### src/rtl/rx_cl_pkg.sv
package rx_cl_pkg;

   typedef enum logic {
      CL_CARRIER_OK   = 1'b0,
      CL_CARRIER_LOST = 1'b1
   } cl_state_e;

   function automatic int unsigned cl_max(input int unsigned a, input int unsigned b);
      return (a > b) ? a : b;
   endfunction

endpackage

### src/rtl/rx_cl_zero_run.sv
module rx_cl_zero_run #(
   parameter int unsigned SHORT_RUN = 255,
   parameter int unsigned LONG_RUN  = 2048
) (
   input  logic clk,
   input  logic rst_n,
   input  logic stb,
   input  logic is_one,
   input  logic long_sel,
   output logic run_hit
);
   import rx_cl_pkg::*;

   localparam int unsigned RUN_MAX = cl_max(SHORT_RUN, LONG_RUN);
   localparam int unsigned CW      = $clog2(RUN_MAX + 1);

   logic [CW-1:0] cnt_q, cnt_d, thr;
   logic          at_thr;

   generate
      if (SHORT_RUN == LONG_RUN) begin : g_single_thr
         logic unused_sel;
         assign unused_sel = long_sel;
         assign thr        = CW'(SHORT_RUN);
      end else begin : g_dual_thr
         assign thr = long_sel ? CW'(LONG_RUN) : CW'(SHORT_RUN);
      end
   endgenerate

   always_comb begin
      at_thr = (cnt_q >= thr);
      if (!stb) begin
         cnt_d = cnt_q;
      end else if (is_one) begin
         cnt_d = '0;
      end else if (at_thr) begin
         cnt_d = thr;
      end else begin
         cnt_d = cnt_q + 1'b1;
      end
      run_hit = stb && !is_one && (cnt_d >= thr);
   end

   always_ff @(posedge clk or negedge rst_n) begin
      if (!rst_n) begin
         cnt_q <= '0;
      end else begin
         cnt_q <= cnt_d;
      end
   end

   // a strobed one restarts the run
   a_r5_one_restarts_run: assert property (@(posedge clk) disable iff (!rst_n)
      (stb && is_one) |=> (cnt_q == '0));

   // the run count only moves on a strobe
   a_r9_run_holds_idle: assert property (@(posedge clk) disable iff (!rst_n)
      !stb |=> $stable(cnt_q));

   // the counter never exceeds the larger threshold
   a_r3_run_bounded: assert property (@(posedge clk) disable iff (!rst_n)
      cnt_q <= CW'(RUN_MAX));

endmodule

### src/rtl/rx_cl_ones_window.sv
module rx_cl_ones_window #(
   parameter int unsigned WIN_LEN  = 255,
   parameter int unsigned ONES_MIN = 32
) (
   input  logic clk,
   input  logic rst_n,
   input  logic active,
   input  logic stb,
   input  logic is_one,
   output logic win_pass
);

   localparam int unsigned PW = $clog2(WIN_LEN);
   localparam int unsigned OW = $clog2(ONES_MIN + 1);

   logic [PW-1:0] pos_q, pos_d;
   logic [OW-1:0] ones_q, ones_d, ones_nxt;
   logic          last_bit;

   always_comb begin
      last_bit = (pos_q == PW'(WIN_LEN - 1));
      if (is_one && (ones_q < OW'(ONES_MIN))) begin
         ones_nxt = ones_q + 1'b1;
      end else begin
         ones_nxt = ones_q;
      end
      win_pass = active && stb && last_bit && (ones_nxt >= OW'(ONES_MIN));

      if (!active) begin
         pos_d  = '0;
         ones_d = '0;
      end else if (stb) begin
         if (last_bit) begin
            pos_d  = '0;
            ones_d = '0;
         end else begin
            pos_d  = pos_q + 1'b1;
            ones_d = ones_nxt;
         end
      end else begin
         pos_d  = pos_q;
         ones_d = ones_q;
      end
   end

   always_ff @(posedge clk or negedge rst_n) begin
      if (!rst_n) begin
         pos_q  <= '0;
         ones_q <= '0;
      end else begin
         pos_q  <= pos_d;
         ones_q <= ones_d;
      end
   end

   // the window position stays inside the window
   a_r6_pos_in_window: assert property (@(posedge clk) disable iff (!rst_n)
      pos_q < PW'(WIN_LEN));

   // a window starts fresh while no alarm is pending
   a_r6_idle_window_clear: assert property (@(posedge clk) disable iff (!rst_n)
      !active |=> (pos_q == '0 && ones_q == '0));

   // no ones are carried across a window boundary
   a_r7_no_carry: assert property (@(posedge clk) disable iff (!rst_n)
      (active && stb && last_bit) |=> (ones_q == '0));

endmodule

### src/rtl/rx_cl_alarm_ctl.sv
module rx_cl_alarm_ctl (
   input  logic clk,
   input  logic rst_n,
   input  logic set_req,
   input  logic clr_req,
   output logic alarm,
   output logic change
);
   import rx_cl_pkg::*;

   cl_state_e st_q, st_d;
   logic      chg_q, chg_d;

   always_comb begin
      st_d  = st_q;
      chg_d = 1'b0;
      unique case (st_q)
         CL_CARRIER_OK: begin
            if (set_req) begin
               st_d  = CL_CARRIER_LOST;
               chg_d = 1'b1;
            end
         end
         CL_CARRIER_LOST: begin
            if (clr_req) begin
               st_d  = CL_CARRIER_OK;
               chg_d = 1'b1;
            end
         end
         default: st_d = CL_CARRIER_OK;
      endcase
   end

   always_ff @(posedge clk or negedge rst_n) begin
      if (!rst_n) begin
         st_q  <= CL_CARRIER_OK;
         chg_q <= 1'b0;
      end else begin
         st_q  <= st_d;
         chg_q <= chg_d;
      end
   end

   assign alarm  = (st_q == CL_CARRIER_LOST);
   assign change = chg_q;

   // a change pulse never lasts two cycles
   a_r8_single_pulse: assert property (@(posedge clk) disable iff (!rst_n)
      change |=> !change);

endmodule

### src/rtl/rx_carrier_loss.sv
module rx_carrier_loss #(
   parameter int unsigned SHORT_RUN = 255,
   parameter int unsigned LONG_RUN  = 2048,
   parameter int unsigned WIN_LEN   = 255,
   parameter int unsigned ONES_MIN  = 32
) (
   input  logic clk,
   input  logic rst_n,
   input  logic bit_stb,
   input  logic rail_p,
   input  logic rail_n,
   input  logic long_sel,
   output logic loss_alarm,
   output logic loss_change
);

   generate
      if (SHORT_RUN < 2) begin : g_bad_short
         $error("SHORT_RUN must be at least 2");
      end
      if (LONG_RUN < 2) begin : g_bad_long
         $error("LONG_RUN must be at least 2");
      end
      if (WIN_LEN < 2) begin : g_bad_win
         $error("WIN_LEN must be at least 2");
      end
      if (ONES_MIN < 1 || ONES_MIN > WIN_LEN) begin : g_bad_ones
         $error("ONES_MIN must lie in 1..WIN_LEN");
      end
   endgenerate

   logic is_one;
   logic run_hit;
   logic win_pass;

   assign is_one = rail_p | rail_n;

   rx_cl_zero_run #(
      .SHORT_RUN (SHORT_RUN),
      .LONG_RUN  (LONG_RUN)
   ) u_run (
      .clk      (clk),
      .rst_n    (rst_n),
      .stb      (bit_stb),
      .is_one   (is_one),
      .long_sel (long_sel),
      .run_hit  (run_hit)
   );

   rx_cl_ones_window #(
      .WIN_LEN  (WIN_LEN),
      .ONES_MIN (ONES_MIN)
   ) u_win (
      .clk      (clk),
      .rst_n    (rst_n),
      .active   (loss_alarm),
      .stb      (bit_stb),
      .is_one   (is_one),
      .win_pass (win_pass)
   );

   rx_cl_alarm_ctl u_ctl (
      .clk     (clk),
      .rst_n   (rst_n),
      .set_req (run_hit),
      .clr_req (win_pass),
      .alarm   (loss_alarm),
      .change  (loss_change)
   );

   // the pulse marks exactly the cycles where the level moved
   a_r8_change_tracks_level: assert property (@(posedge clk) disable iff (!rst_n)
      loss_change == (loss_alarm != $past(loss_alarm)));

   // without a strobe neither output moves
   a_r9_idle_no_effect: assert property (@(posedge clk) disable iff (!rst_n)
      !bit_stb |=> ($stable(loss_alarm) && !loss_change));

   // only a strobed zero bit time can raise the alarm
   a_r3_rise_needs_zero: assert property (@(posedge clk) disable iff (!rst_n)
      (!loss_alarm && !(bit_stb && !rail_p && !rail_n)) |=> !loss_alarm);

   // the alarm only falls at the close of a passing window
   a_r6_fall_at_window_end: assert property (@(posedge clk) disable iff (!rst_n)
      (loss_alarm && !win_pass) |=> loss_alarm);

endmodule

### config.mk
export PLATFORM = sky130hd
export DESIGN_NAME = rx_carrier_loss
export DESIGN_NICKNAME = d
export VERILOG_FILES = /design/src/rtl/rx_cl_pkg.sv /design/src/rtl/rx_cl_zero_run.sv /design/src/rtl/rx_cl_ones_window.sv /design/src/rtl/rx_cl_alarm_ctl.sv /design/src/rtl/rx_carrier_loss.sv
export SDC_FILE = /design/constraint.sdc
export NUM_CORES = 1
export LEC_CHECK = 0
export BUFFER_PORTS_ARGS = -buffer_cell sky130_fd_sc_hd__buf_2
export CAP_MARGIN = 20
export CORE_AREA = 4 4 87 89
export DETAILED_ROUTE_END_ITERATION = 12
export DIE_AREA = 0 0 91 93
export PLACE_DENSITY = 0.53
export SYNTH_ARGS = -nofsm -noshare
export SYNTH_HDL_FRONTEND = slang
export SYNTH_SLANG_ARGS = --single-unit
### constraint.sdc
create_clock -name clk -period 4.57 [get_ports clk]
set_input_delay 0.457 -clock clk [delete_from_list [all_inputs] [get_ports clk]]
set_output_delay 0.457 -clock clk [all_outputs]
set_load 0.005 [all_outputs]
==> results.toml <==
[cts]
cts_buffer_depth = 2
root_buffer = "clkbuf_8"
clkSlewWorstSetupHoldPaths_ns = 0.11
post_cts_resized = 0
hold_buffers = 0
ctsHtreeMaxLevel = 1
post_cts_buffers = 0
numCtsBuffers = 3
cts_tree = "built"
cts.sinks = 28
clk_latency_ns = 0.28

[critical_path]
path_max_fanout = 8
arrival_ns = 3.86
reg2reg_depth = 15
crit_start = "u_run.cnt_q[0]$_DFF_PN0_"
reg2reg_from = "u_run.cnt_q[0]$_DFF_PN0_"
crit_path_start_kind = "flop"
cp.required_ns = 4.74
endpoint_kind = "flop"
r2r_slack_ns = 0.88
crit_type = "flop to flop"
r2r_end = "u_ctl.change$_DFF_PN0_"

[power]
powerDensity_nw_per_um2 = 219
p_leak_uw = 0.000954
irDropWorstVdd_mv = 0.119

[drt]
drt-total-wl_um = 4880
num_vias = 1759
drtPass1Iterations = 4
wl_per_cell_um = 15.6
ant_nets = 0
drc = 0
drtIter0Drc = 129
drt-vias-per-instance = 5.64

[global_route]
grt_util_all_layers_pct = 12.6
grt_pass1_wl_um = 8860
overflow = 0
grt_pass1_vias = 1809
antenna_found_initial = 0
grt_max_degree = 29

[floorplanning]
dieArea_um2 = 8460
start_util_pct = 29.3
fp.dieW_um = 91
ioPinCount = 8
rows = 30
die_y_um = 93
core_um2 = 6760

[timing]
timing.fmax_mhz = 271
period_share_pct = 80.7
timing.setup.tns_ns = 0
hold_viol = 0
setup_viol = 0
maxSlewHeadroom_pct = 53.8
period_needed_ns = 3.69
rsz0062_at_grt = "false"
setup_ws_ns = 0.883
fin_skew_ns = 0.00845
tightestPinTransition_ns = 0.692
report.final.slew_viol_count = 0

[synthesis]
synth_warnings = 0
synth_top_area_share_pct = 35.4
synth.area.top_cells = "dfrtp_1 35%, ha_1 14%, o21ai_0 5.8%"
synth-async-reset-ratio_pct = 100
synth_seq_area_share_pct = 35.4
synth_seq_cells = 28
avgSynthCellArea_um2 = 8.81
yosysTopAreaCell = "dfrtp_1"
syn-num-nets = 253
synth_edf_count = 0
ys_types = 40
syn-instance-count = 225
ys_dominant_reg_cell = "dfrtp_1"
mappedNetlistArea_um2 = 1980

[place]
pre_cts_slack_ns = 0.723
hpwl_um = 3660
post-place-cells = 308
gp_congestion = 0.874
place_area_um2 = 2110
port_buffers = 7

[final_layout]
register_area_um2 = 701
area_growth_pct = 9.34
drive_above_1_share_pct = 7.76
finalInstanceArea_um2 = 2170
multi_input_area_um2 = 1200
diodes = 0
nets = 261
fillers = 724
layout.cells.non_filler = 312

[outcome]
status = "finished clean"

[hold_path]
worstHoldPathType = "input pin to async pin"

[job]
drv_cap = 0
[report_power, final]
part	switching [µW]	internal, µW
registers	5.48	251
logic	36.5	21.6
clock network	82.6	77.3
total	125	350
[logic make-up (layout without fill, tap and decap cells)]
family,count (synthesis),count (layout),synth area share [%]
buffers and inverters,20,27,3.85
muxes,1,1,0.568
adders and majority gates,22,22,13.9
and+or+nand+nor,75,75,18.7
DFF,28,28,35.4
xor gates and xnor gates,2,2,0.884
AOI/OAI and AO/OA,77,77,26.8
[layer usage]
layer	track usage (%)	up-vias	share of wire (%)
met4	3.02	0	1.8
met1	17.8	836	47
met3	2.25	8	4.6
met5	0	-	0
li1	-	871	-
met2	20.1	44	46
[layout make-up]
| type | instances | area share, % |
|---|---|---|
| repair buffers | 10 | 2.66 |
| clock buffers | 4 | 2.54 |
| multi-input cells | 177 | 55.6 |
| well taps | 80 | 4.62 |
| inverters | 13 | 2.25 |
| flip-flops and latches | 28 | 32.3 |
[stage by stage]
stage	utilization [%]	total power, µW	hold WS (ns)
after floorplan	-	298	0.161
after global placement	31.3	319	0.493
after detailed placement	31.3	320	0.503
after CTS	32.1	485	0.233
after global routing	32.1	503	0.254
final	32.1	474	0.199
[registers in the layout, summed over array words and instances (netlist names)]
register      count
u_ctl.alarm       1
u_ctl.change      1
u_run.cnt_q      12
u_win.ones_q      6
u_win.pos_q       8
[layout by cell type, fill, tap and decap left out, types with 2 or more instances in the layout]
cell type  netlist  layout
o21ai_0         23      23
clkbuf_8         0       4
buf_2            1       7
a41o_1           2       2
nand2_1         24      24
a41oi_1          3       3
or4_1            2       2
and4_1           2       2
a31oi_1          8       8
a2111o_1         2       2
inv_1           13      13
nand2b_1         4       4
o211ai_1         2       2
o22ai_1          5       5
dfrtp_1         28      28
nand4_1          8       8
and3_1           5       5
a22o_1           3       3
o21a_1           4       4
nor2_1          11      11
nor2b_1          2       2
nand3_1          8       8
a21oi_1         11      11
o31ai_1          3       3
buf_4            0       3
ha_1            22      22
o2bb2ai_1        3       3
nor3_1           7       7
[synth_stat cells, drive strengths merged, types with 4 or more instances]
cell / n
nand2b: 4
dfrtp: 28
inv: 13
and3: 5
a21oi: 12
clkbuf: 6
nor3: 7
ha: 22
nor2: 11
nand4: 8
o21ai: 23
a31oi: 8
nand3: 8
nand2: 24
o22ai: 5
o21a: 4
[worst max-delay path: stages (launching register included)]
cell and delay (ns):
dfrtp_1 0.43, inv_1 0.11, ha_1 0.27, nand2b_1 0.14
a2111o_1 0.44, a32oi_4 0.28, nand2_1 0.25, o21ai_0 0.23
o2bb2ai_1 0.17, ha_1 0.29, a21oi_1 0.15, nand2_1 0.07
a2111oi_0 0.39, o21a_1 0.17, a2111o_1 0.15, nand2_1 0.05
[how the worst max path moves through the flow]
| stage | end | slack (ns) | cells past startpoint |
|---|---|---|---|
| after CTS | u_ctl.change$_DFF_PN0_ | 0.88 | 15 |
| final | u_ctl.change$_DFF_PN0_ | 0.88 | 15 |
| after global routing | u_ctl.change$_DFF_PN0_ | 0.45 | 15 |
| after detailed placement | u_ctl.change$_DFF_PN0_ | 0.72 | 16 |
| after global placement | u_ctl.change$_DFF_PN0_ | 0.81 | 16 |
| after floorplan | u_ctl.change$_DFF_PN0_ | 1.11 | 15 |
Power figures use the tool's default switching activity.
